## config.mk

```make
export PLATFORM = sky130hd
export DESIGN_NAME = phase_align_ctrl
export DESIGN_NICKNAME = d
export VERILOG_FILES = /design/src/rtl/phal_pkg.sv /design/src/rtl/phal_sync.sv /design/src/rtl/phal_window.sv /design/src/rtl/phal_stepper.sv /design/src/rtl/phase_align_ctrl.sv
export SDC_FILE = /design/constraint.sdc
export NUM_CORES = 1
export LEC_CHECK = 0
export BUFFER_PORTS_ARGS = -buffer_cell sky130_fd_sc_hd__buf_4
export CORE_MARGIN = 4
export CORE_UTILIZATION = 23
export CTS_BUF_LIST = sky130_fd_sc_hd__clkbuf_2
export DETAILED_ROUTE_END_ITERATION = 16
export GPL_TIMING_DRIVEN = 0
export HOLD_SLACK_MARGIN = 0.06
export PLACE_DENSITY = 0.47
export SLEW_MARGIN = 40
export SYNTH_ARGS = -nofsm -noshare
export SYNTH_HDL_FRONTEND = slang
export SYNTH_SLANG_ARGS = --single-unit
```

## constraint.sdc

```tcl
create_clock -name clk -period 3.5 [get_ports clk]
set_input_delay 0.525 -clock clk [delete_from_list [all_inputs] [get_ports clk]]
set_output_delay 0.525 -clock clk [all_outputs]
set_load 0.05 [all_outputs]
```

## src/rtl/phal_pkg.sv

```systemverilog
package phal_pkg;

  typedef enum logic [1:0] {
    STEP_NONE  = 2'd0,
    STEP_EARLY = 2'd1,
    STEP_LATE  = 2'd2
  } step_e;

  typedef enum logic {
    ST_MEAS = 1'b0,
    ST_WAIT = 1'b1
  } ctl_state_e;

  // Decide what a finished window asks for.
  function automatic step_e classify(input int count, input int lo, input int hi);
    if (count > hi)      return STEP_EARLY;
    else if (count < lo) return STEP_LATE;
    else                 return STEP_NONE;
  endfunction

  // A step is allowed only if it keeps the total inside +/- lim.
  function automatic logic step_allowed(input step_e kind, input int total, input int lim);
    case (kind)
      STEP_LATE:  return total < lim;
      STEP_EARLY: return total > -lim;
      default:    return 1'b0;
    endcase
  endfunction

  function automatic int next_total(input int total, input step_e kind);
    if (kind == STEP_LATE)       return total + 1;
    else if (kind == STEP_EARLY) return total - 1;
    else                         return total;
  endfunction

endpackage

```

## src/rtl/phal_sync.sv

```systemverilog
module phal_sync #(
  parameter int STAGES = 2
) (
  input  logic clk,
  input  logic d,
  output logic q
);
  logic [STAGES-1:0] chain;

  // No reset: the chain flushes itself within STAGES cycles.
  always_ff @(posedge clk) begin
    chain <= {chain[STAGES-2:0], d};
  end

  assign q = chain[STAGES-1];
endmodule

```

## src/rtl/phal_window.sv

```systemverilog
module phal_window #(
  parameter int WIN_LEN = 1024,
  parameter int CNT_W   = $clog2(WIN_LEN + 1)
) (
  input  logic             clk,
  input  logic             rst,
  input  logic             run,
  input  logic             sample,
  output logic             win_end,
  output logic [CNT_W-1:0] win_count
);
  localparam int WIN_W = (WIN_LEN > 1) ? $clog2(WIN_LEN) : 1;
  localparam logic [WIN_W-1:0] LAST = WIN_W'(WIN_LEN - 1);

  logic [WIN_W-1:0] pos;
  logic [CNT_W-1:0] acc;

  assign win_end   = run && (pos == LAST);
  assign win_count = acc + {{(CNT_W-1){1'b0}}, sample};

  always_ff @(posedge clk) begin
    if (rst || !run) begin
      pos <= '0;
      acc <= '0;
    end else if (pos == LAST) begin
      pos <= '0;
      acc <= '0;
    end else begin
      pos <= pos + WIN_W'(1);
      acc <= win_count;
    end
  end

  // position never leaves the window
  p_pos_range_r1: assert property (@(posedge clk) disable iff (rst)
    int'(pos) < WIN_LEN);

  // while stalled, nothing is accumulated
  p_discard_r6: assert property (@(posedge clk) disable iff (rst)
    !run |=> (acc == '0));

  // accumulator cannot exceed cycles counted so far
  p_acc_bound_r1: assert property (@(posedge clk) disable iff (rst)
    int'(acc) <= int'(pos));
endmodule

```

## src/rtl/phal_stepper.sv

```systemverilog
module phal_stepper
  import phal_pkg::*;
#(
  parameter int SHIFT_LIM = 255,
  parameter int SH_W      = $clog2(SHIFT_LIM + 1) + 1
) (
  input  logic                   clk,
  input  logic                   rst,
  input  logic                   win_end,
  input  step_e                  kind,
  input  logic                   ps_done,
  output logic                   ps_step,
  output logic                   ps_later,
  output logic                   aligned,
  output logic                   waiting,
  output logic signed [SH_W-1:0] step_total
);
  ctl_state_e state;
  logic       go;

  assign go      = win_end && step_allowed(kind, int'(step_total), SHIFT_LIM);
  assign waiting = (state == ST_WAIT);

  always_ff @(posedge clk) begin
    if (rst) begin
      state      <= ST_MEAS;
      ps_step    <= 1'b0;
      ps_later   <= 1'b0;
      aligned    <= 1'b0;
      step_total <= '0;
    end else begin
      ps_step <= 1'b0;
      case (state)
        ST_MEAS: begin
          if (win_end) begin
            aligned <= (kind == STEP_NONE);
            if (go) begin
              ps_step    <= 1'b1;
              ps_later   <= (kind == STEP_LATE);
              step_total <= SH_W'(next_total(int'(step_total), kind));
              state      <= ST_WAIT;
            end
          end
        end
        default: begin
          if (ps_done) state <= ST_MEAS;
        end
      endcase
    end
  end

  // request is a single-cycle pulse
  p_pulse_r5: assert property (@(posedge clk) disable iff (rst)
    ps_step |=> !ps_step);

  // no new request while the previous one is outstanding
  p_wait_quiet_r6: assert property (@(posedge clk) disable iff (rst)
    (waiting && !ps_done) |=> !ps_step);

  // a step implies the last window was out of band
  p_unlock_on_step_r7: assert property (@(posedge clk) disable iff (rst)
    ps_step |-> !aligned);

  // total moves by exactly one in the pulsed direction
  p_total_step_r8: assert property (@(posedge clk) disable iff (rst)
    ps_step |-> int'(step_total) == int'($past(step_total)) + (ps_later ? 1 : -1));

  // total is quiet without a pulse
  p_total_hold_r8: assert property (@(posedge clk) disable iff (rst)
    !ps_step |-> $stable(step_total));

  // saturation bound
  p_bound_r9: assert property (@(posedge clk) disable iff (rst)
    (int'(step_total) <= SHIFT_LIM) && (int'(step_total) >= -SHIFT_LIM));
endmodule

```

## src/rtl/phase_align_ctrl.sv

```systemverilog
module phase_align_ctrl
  import phal_pkg::*;
#(
  parameter int WIN_LEN   = 1024,
  parameter int LO_TH     = 448,
  parameter int HI_TH     = 576,
  parameter int SHIFT_LIM = 255,
  parameter int SYNC_LEN  = 2,
  parameter int SH_W      = $clog2(SHIFT_LIM + 1) + 1
) (
  input  logic                   clk,
  input  logic                   rst,
  input  logic                   ref_sample,
  input  logic                   ps_done,
  output logic                   ps_step,
  output logic                   ps_later,
  output logic                   aligned,
  output logic signed [SH_W-1:0] step_total
);
  localparam int CNT_W = $clog2(WIN_LEN + 1);

  logic             sample_s;
  logic             win_end;
  logic [CNT_W-1:0] win_count;
  logic             waiting;
  step_e            kind;

  phal_sync #(.STAGES(SYNC_LEN)) u_sync (
    .clk (clk),
    .d   (ref_sample),
    .q   (sample_s)
  );

  phal_window #(.WIN_LEN(WIN_LEN), .CNT_W(CNT_W)) u_win (
    .clk       (clk),
    .rst       (rst),
    .run       (!waiting),
    .sample    (sample_s),
    .win_end   (win_end),
    .win_count (win_count)
  );

  assign kind = classify(int'(win_count), LO_TH, HI_TH);

  phal_stepper #(.SHIFT_LIM(SHIFT_LIM), .SH_W(SH_W)) u_step (
    .clk        (clk),
    .rst        (rst),
    .win_end    (win_end),
    .kind       (kind),
    .ps_done    (ps_done),
    .ps_step    (ps_step),
    .ps_later   (ps_later),
    .aligned    (aligned),
    .waiting    (waiting),
    .step_total (step_total)
  );

  // high count with headroom gives an earlier step
  p_early_r2: assert property (@(posedge clk) disable iff (rst)
    (win_end && int'(win_count) > HI_TH && int'(step_total) > -SHIFT_LIM)
      |=> (ps_step && !ps_later));

  // low count with headroom gives a later step
  p_late_r3: assert property (@(posedge clk) disable iff (rst)
    (win_end && int'(win_count) < LO_TH && int'(step_total) < SHIFT_LIM)
      |=> (ps_step && ps_later));

  // in-band window locks and does not step
  p_band_r4: assert property (@(posedge clk) disable iff (rst)
    (win_end && int'(win_count) >= LO_TH && int'(win_count) <= HI_TH)
      |=> (aligned && !ps_step));

  // reset leaves a quiet, cleared output
  p_reset_r10: assert property (@(posedge clk)
    rst |=> (!ps_step && !aligned && step_total == '0));
endmodule

```

==> results of run 1 <==
[worst max-delay path, cell delays in order (launching register included)]
cell and delay [ns]:
dfxtp_2 0.37, ha_4 0.17, ha_4 0.17, buf_2 0.18
o32ai_1 0.30, nand3_1 0.12, nand4_1 0.10, buf_6 0.14
ha_1 0.27, a21oi_2 0.15, nor2b_1 0.06, a311o_1 0.39
o31a_1 0.31, xnor2_1 0.14, or4_1 0.40, a21oi_1 0.12
[cell usage after synthesis (4+ instances only)]
| library cell | number |
|---|---|
| nand4_1 | 4 |
| ha_1 | 10 |
| o21ai_1 | 5 |
| dfxtp_1 | 36 |
| nor2_1 | 30 |
| xnor2_1 | 12 |
| nand3_1 | 15 |
| nor4_1 | 5 |
| buf_2 | 4 |
| xor2_1 | 14 |
| inv_1 | 5 |
| a21oi_1 | 14 |
| nor3_1 | 4 |
| nand2b_1 | 4 |
| clkbuf_1 | 4 |
| nand2_1 | 13 |
[routing by layer]
layer / wire length, um / part of all wire [%]
met1: 2190 / 51
met2: 1920 / 45
met3: 105 / 2.5
met4: 71 / 1.7
met5: 0 / 0
[metrics by stage]
step / instance area, um^2 / hold WS [ns] / total power [mW]
after detailed placement: 2230 / 0.312 / 0.464
after global routing: 2350 / 0.188 / 0.685
after floorplan: 1990 / 0.310 / 0.453
after global placement: 2230 / 0.313 / 0.464
final: 2350 / 0.226 / 0.650
after CTS: 2290 / 0.202 / 0.659
[logic make-up after synthesis]
group | count (synthesis) | synth area share [%]
AO/OA/AOI/OAI | 42 | 15.3
XOR/XNOR | 26 | 11.6
adder cells (fa/ha/maj) | 11 | 7.42
buffers and inverters | 17 | 3.84
flip-flops | 36 | 36.9
AND/OR/NAND/NOR | 93 | 25.0
[cell type report]
class	count	area, um^2	share of cell area, %
Clock buffer	7	35.0	1.49
Timing Repair Buffer	22	169	7.17
Clock inverter	1	3.75	0.159
Sequential cell	36	723	30.7
Inverter	5	18.8	0.797
Tap cell	105	131	5.58
Buffer	12	58.8	2.50
Multi-Input combinational cell	172	1210	51.6
[power breakdown]
group / switching (mW) / internal, mW / leakage, nW / total, mW
clock: 0.138 / 0.0536 / 0.0306 / 0.192
combinational: 0.0200 / 0.0153 / 0.589 / 0.0354
sequential: 0.00564 / 0.417 / 0.292 / 0.423
[state kept, by name (all words and copies together) (netlist names)]
name               cells
u_step.waiting         1
u_step.aligned         1
u_step.step_total      9
u_win.acc             11
u_win.pos             10
u_sync.chain           2
u_step.ps_step         1
u_step.ps_later        1
[layout by cell type, fill, tap and decap left out, types with 4 or more instances in the layout]
master    instances
nand2b_1          4
a21oi_1          12
xor2_1           14
nand2_1          13
o21ai_1           5
clkbuf_1          4
buf_2             4
nor2_1           30
xnor2_1          11
nor4_1            5
clkbuf_2          8
ha_1              8
buf_4            22
nor3_1            4
nand4_1           4
dfxtp_1          34
inv_1             5
nand3_1          14
[timing repair]
item | CTS | global route
setup endpoints to repair | 4 | 1
pin swaps | 1 | 9
setup buffers | 2 | 5
gates cloned | 0 | 0
gates resized for setup | 0 | 8
[worst paths after layout]
| kind | from | to | slack (ns) | depth (start not counted) |
|---|---|---|---|---|
| worst min-delay path | ref_sample | u_sync.chain[0] | 0.23 | 1 |
| worst max register to register | u_sync.chain[1] | u_step.step_total[8] | 0.05 | 15 |
| worst max-delay path | u_sync.chain[1] | u_step.step_total[8] | 0.05 | 15 |
| worst min register to register | u_sync.chain[0] | u_sync.chain[1] | 0.34 | 0 |
==> flow_metrics.py, run 1 <==
metrics = {
    "timing": {
        "finalSetupViolations": 0,
        "fin_crit_ns": 3.45,
        "fin_skew_ns": 0.0158,
        "timing.final.ws_setup_ns": 0.0451,
        "period_share_pct": 98.7,
        "relSlewSlack_pct": 64.8,
        "finalSetupTns_ns": 0,
        "fmax_mhz": 289,
        "maxSlewViolCount": 0,
        "rsz0062_at_grt": "true",
        "tightest_slew_ns": 0.528,
        "hold_viol": 0,
    },
    "global_route": {
        "grt_busiest_layer": "met2",
        "met2_usage_pct": 13.6,
        "grt_pass1_vias": 1603,
        "grt_use_total_pct": 9.04,
        "gr-usage-met1_pct": 12.3,
        "grt.overflow.total": 0,
        "grt_max_degree": 11,
        "antenna_found_initial": 0,
        "met3_usage_pct": 2.50,
        "grt_pass1_wl_um": 7380,
    },
    "yosys": {
        "yosysUniqueCellTypes": 46,
        "ys_ff_latch": 36,
        "yosysTopAreaCellShare_pct": 36.9,
        "syn_inst": 225,
        "synth_area_mm2": 0.00196,
        "syn-mean-instance-area_um2": 8.69,
        "synth_nets": 240,
        "synth_enable_flop_cells": 0,
        "yosysTopAreaCell": "dfxtp_1",
        "yosysWarnings": 0,
        "synthArstFlopShare_pct": 0,
        "ys.flop_type": "dfxtp_1",
        "synth_area_leaders": "dfxtp_1 (37%), ha_1 (6.4%), xor2_1 (6.3%), nor2_1 (5.8%), xnor2_1 (5.4%)",
        "ys_seq_area_share_pct": 36.9,
    },
    "critical_path": {
        "cp-start-kind": "register",
        "cp-end-kind": "register",
        "cp.required_ns": 3.82,
        "arrival_ns": 3.78,
        "crit_type": "reg2reg",
        "crit_fanout": 10,
    },
    "clock_network": {
        "cts_tree": "yes",
        "h-tree-depth": 2,
        "clock-root-buffer": "clkbuf_2",
        "clk_latency_ns": 0.38,
        "cts.sinks": 36,
        "clockBufferDepth": 2,
        "cts_buffers": 5,
        "cts_hold_buf": 0,
        "path_clk_slew_ns": 0.19,
    },
    "power": {
        "pwr_density_cell_mw_per_mm2": 276,
        "power.leakage_nw": 0.911,
        "vdd_ir_drop_max_mv": 0.217,
    },
    "place": {
        "placed_cells": 345,
        "routabilityCongestion": 0.757,
        "dp.final_hpwl_um": 3080,
        "io_buffers": 15,
        "dp_slack_ns": -0.551,
    },
    "detailed_routing": {
        "drtPass1Iterations": 4,
        "via_per_inst": 4.52,
        "wl_per_cell_um": 11.9,
        "vias": 1626,
        "ant_nets": 0,
        "routed_wl_um": 4280,
        "first_iter_violations": 40,
        "drc": 0,
    },
    "cells_and_area": {
        "area_delta_synth_final_pct": 20.4,
        "n_fill_cell": 903,
        "n_antenna_cell": 0,
        "layout-drive-gt1-share_pct": 20.4,
        "fin_util_pct": 28.5,
        "final_cells": 360,
        "nNetsFinal": 269,
    },
    "die": {
        "rows": 33,
        "dieArea_mm2": 0.0100,
        "initial_core_util_pct": 23.7,
        "die-width_um": 100,
        "io_pins": 16,
        "die_h_um": 100,
        "coreArea_mm2": 0.00826,
    },
    "flow_run": {
        "maxCapViolCount": 0,
    },
    "min_path": {
        "hold_path.class": "in2reg",
    },
    "status": {
        "status": "complete, no violations",
    },
}
No activity file was read; power rests on OpenSTA's default activity.
==> run 2: changes to the inputs <==
- BUFFER_PORTS_ARGS: -buffer_cell sky130_fd_sc_hd__buf_4 -> -buffer_cell sky130_fd_sc_hd__buf_2
==> run 2 against run 1 <==
Net effect: power down 2.7%; global-route usage down 0.23 points; sequential share of layout area up 0.67 points; routed wire length down 2.8%; clock power down 8%; sequential power about the same; final cell count down 0.56%; combinational power down 5%; fmax up 3.5%; non-clock buffer count down 1.
==> flow_metrics.py, run 2 (same netlist as run 1, synthesis figures left out) <==
metrics = {
    "clock_network": {
        "clk_latency_ns": 0.38,
        "clock-root-buffer": "clkbuf_2",
        "cts_tree": "yes",
        "cts.sinks": 36,
        "h-tree-depth": 2,
        "clockBufferDepth": 2,
        "path_clk_slew_ns": 0.18,
        "cts_buffers": 5,
    },
    "critical_path": {
        "critical_path.top_delay_family": "simple AND/OR/NAND/NOR gates",
        "slowest_stage": "or4_1",
        "crit_type": "reg2reg",
        "path_buf_inv": 1,
        "ff2ff_setup_slack_ns": 0.16,
        "cp-start-kind": "register",
        "cp.required_ns": 3.83,
        "crit_fanout": 8,
        "cp-end-kind": "register",
        "cp_common_cell": "ha_4",
        "arrival_ns": 3.67,
        "crit_path_max_incr_delay_ns": 0.40,
        "worstPathCellList": "ha_4 > ha_4 > nand3_2 > nor3_4 > xnor2_2 > nand4_1 > buf_6 > fa_2 > a21oi_2 > nor2b_1 > a311o_1 > o31a_1 > xnor2_1 > or4_1 > a21oi_1",
    },
    "detailed_routing": {
        "wl_met2_um": 1890,
        "drt-met1-wl_um": 2060,
        "ant_nets": 0,
        "wl_per_cell_um": 11.6,
        "via_per_inst": 4.52,
        "drc": 0,
        "first_iter_violations": 89,
        "drtPass1Iterations": 4,
        "vias": 1618,
        "routed_wl_um": 4160,
        "met3_length_um": 144,
        "highest_layer": "met4",
    },
    "cells_and_area": {
        "mostFrequentLayoutCells": "dfxtp_1 (34), nor2_1 (30), buf_2 (19)",
        "fin_util_pct": 27.9,
        "largest_register": "u_win.acc",
        "final_cells": 358,
        "largest_reg_flops": 11,
        "n_antenna_cell": 0,
        "nNetsFinal": 268,
        "area_delta_synth_final_pct": 17.9,
        "final_common_cell": "dfxtp_1",
        "layout-drive-gt1-share_pct": 19.4,
        "top_regs": "u_win.acc (11), u_win.pos (10), u_step.step_total (9)",
    },
    "place": {
        "dp.final_hpwl_um": 3070,
        "io_buffers": 15,
        "placed_cells": 345,
        "dp_slack_ns": -0.539,
        "routabilityCongestion": 0.820,
    },
    "timing": {
        "hold_viol": 0,
        "finalSetupViolations": 0,
        "fin_crit_ns": 3.34,
        "hold_slack_ns": 0.231,
        "period_share_pct": 95.3,
        "tightest_slew_ns": 0.522,
        "maxSlewViolCount": 0,
        "fin_skew_ns": 0.0172,
        "relSlewSlack_pct": 65.2,
        "timing.final.ws_setup_ns": 0.163,
        "fmax_mhz": 300,
    },
    "global_route": {
        "grt_use_total_pct": 8.81,
        "grt_pass1_wl_um": 7210,
        "grt_pass1_vias": 1578,
        "antenna_found_initial": 0,
        "grt_max_degree": 11,
        "grt.overflow.total": 0,
    },
    "power": {
        "power_uw": 633,
        "vdd_ir_drop_max_mv": 0.161,
        "pwr_density_cell_mw_per_mm2": 274,
        "power.leakage_nw": 0.895,
    },
    "die": {
        "die-width_um": 100,
        "io_pins": 16,
        "die_h_um": 100,
        "rows": 33,
        "dieArea_mm2": 0.0100,
        "coreArea_mm2": 0.00826,
        "initial_core_util_pct": 23.7,
    },
    "status": {
        "status": "complete, no violations",
    },
    "min_path": {
        "hold_path.class": "in2reg",
    },
    "flow_run": {
        "maxCapViolCount": 0,
    },
}
-- run 2: cell types whose count changed in the layout (fill, tap and decap cells not counted) --
cell      previous run  this run
nand3_4              1         0
ha_1                 8         7
a21oi_1             12        13
buf_4               22         6
clkbuf_2             8         6
clkinv_1             1         2
a21oi_2              2         1
buf_2                4        19
nand3_2              0         1
ha_4                 2         3
-- run 2: per-stage QoR --
step / setup TNS [ns] / area (um^2)
2_1_floorplan: -0.0432 / 1990
4_1_cts: 0 / 2250
6_report: 0 / 2300
3_5_place_dp: -0.952 / 2200
3_3_place_gp: -0.996 / 2200
5_1_grt: -0.0204 / 2300
-- run 2: worst reg2reg max path, stage by stage, from the launching register on --
cell and delay, ns:
dfxtp_2 0.38, ha_4 0.16, ha_4 0.14, nand3_2 0.11, nor3_4 0.23, xnor2_2 0.14
nand4_1 0.13, buf_6 0.17, fa_2 0.38, a21oi_2 0.12, nor2b_1 0.07, a311o_1 0.31
o31a_1 0.27, xnor2_1 0.14, or4_1 0.40, a21oi_1 0.14
-- run 2: final cells by class --
class	instances	area (um^2)
plain buffers	12	58.8
clock buffers	5	25.0
clock inverters	2	7.51
fillers	905	5950
inverters	5	18.8
multi-input cells	172	1220
flip-flops and latches	36	723
well taps	105	131
repair buffers	21	124
-- run 2: report_power, final --
group | leakage [nW] | switching [mW] | internal (mW)
combinational | 0.579 | 0.0200 | 0.0138
clock | 0.0239 | 0.134 | 0.0412
sequential | 0.292 | 0.00595 | 0.417
-- run 2: worst paths after layout --
path,from,to,depth (start not counted)
hold / removal,ref_sample,u_sync.chain[0],1
setup / recovery,u_win.acc[0],u_step.step_total[8],15
hold reg to reg,u_sync.chain[0],u_sync.chain[1],0
setup reg to reg,u_win.acc[0],u_step.step_total[8],15
-- run 2: timing repair --
item	in CTS	in global routing
pin swaps	1	5
setup buffers	3	3
gates resized for setup	0	7
hold buffers	0	0
setup endpoints to repair	4	2
-- run 2: per-layer routing --
layer | GRT usage, % | up-vias
li1 | - | 858
met1 | 11.5 | 729
met2 | 13.5 | 23
met3 | 2.64 | 8
met4 | 3.63 | 0
met5 | 0 | -
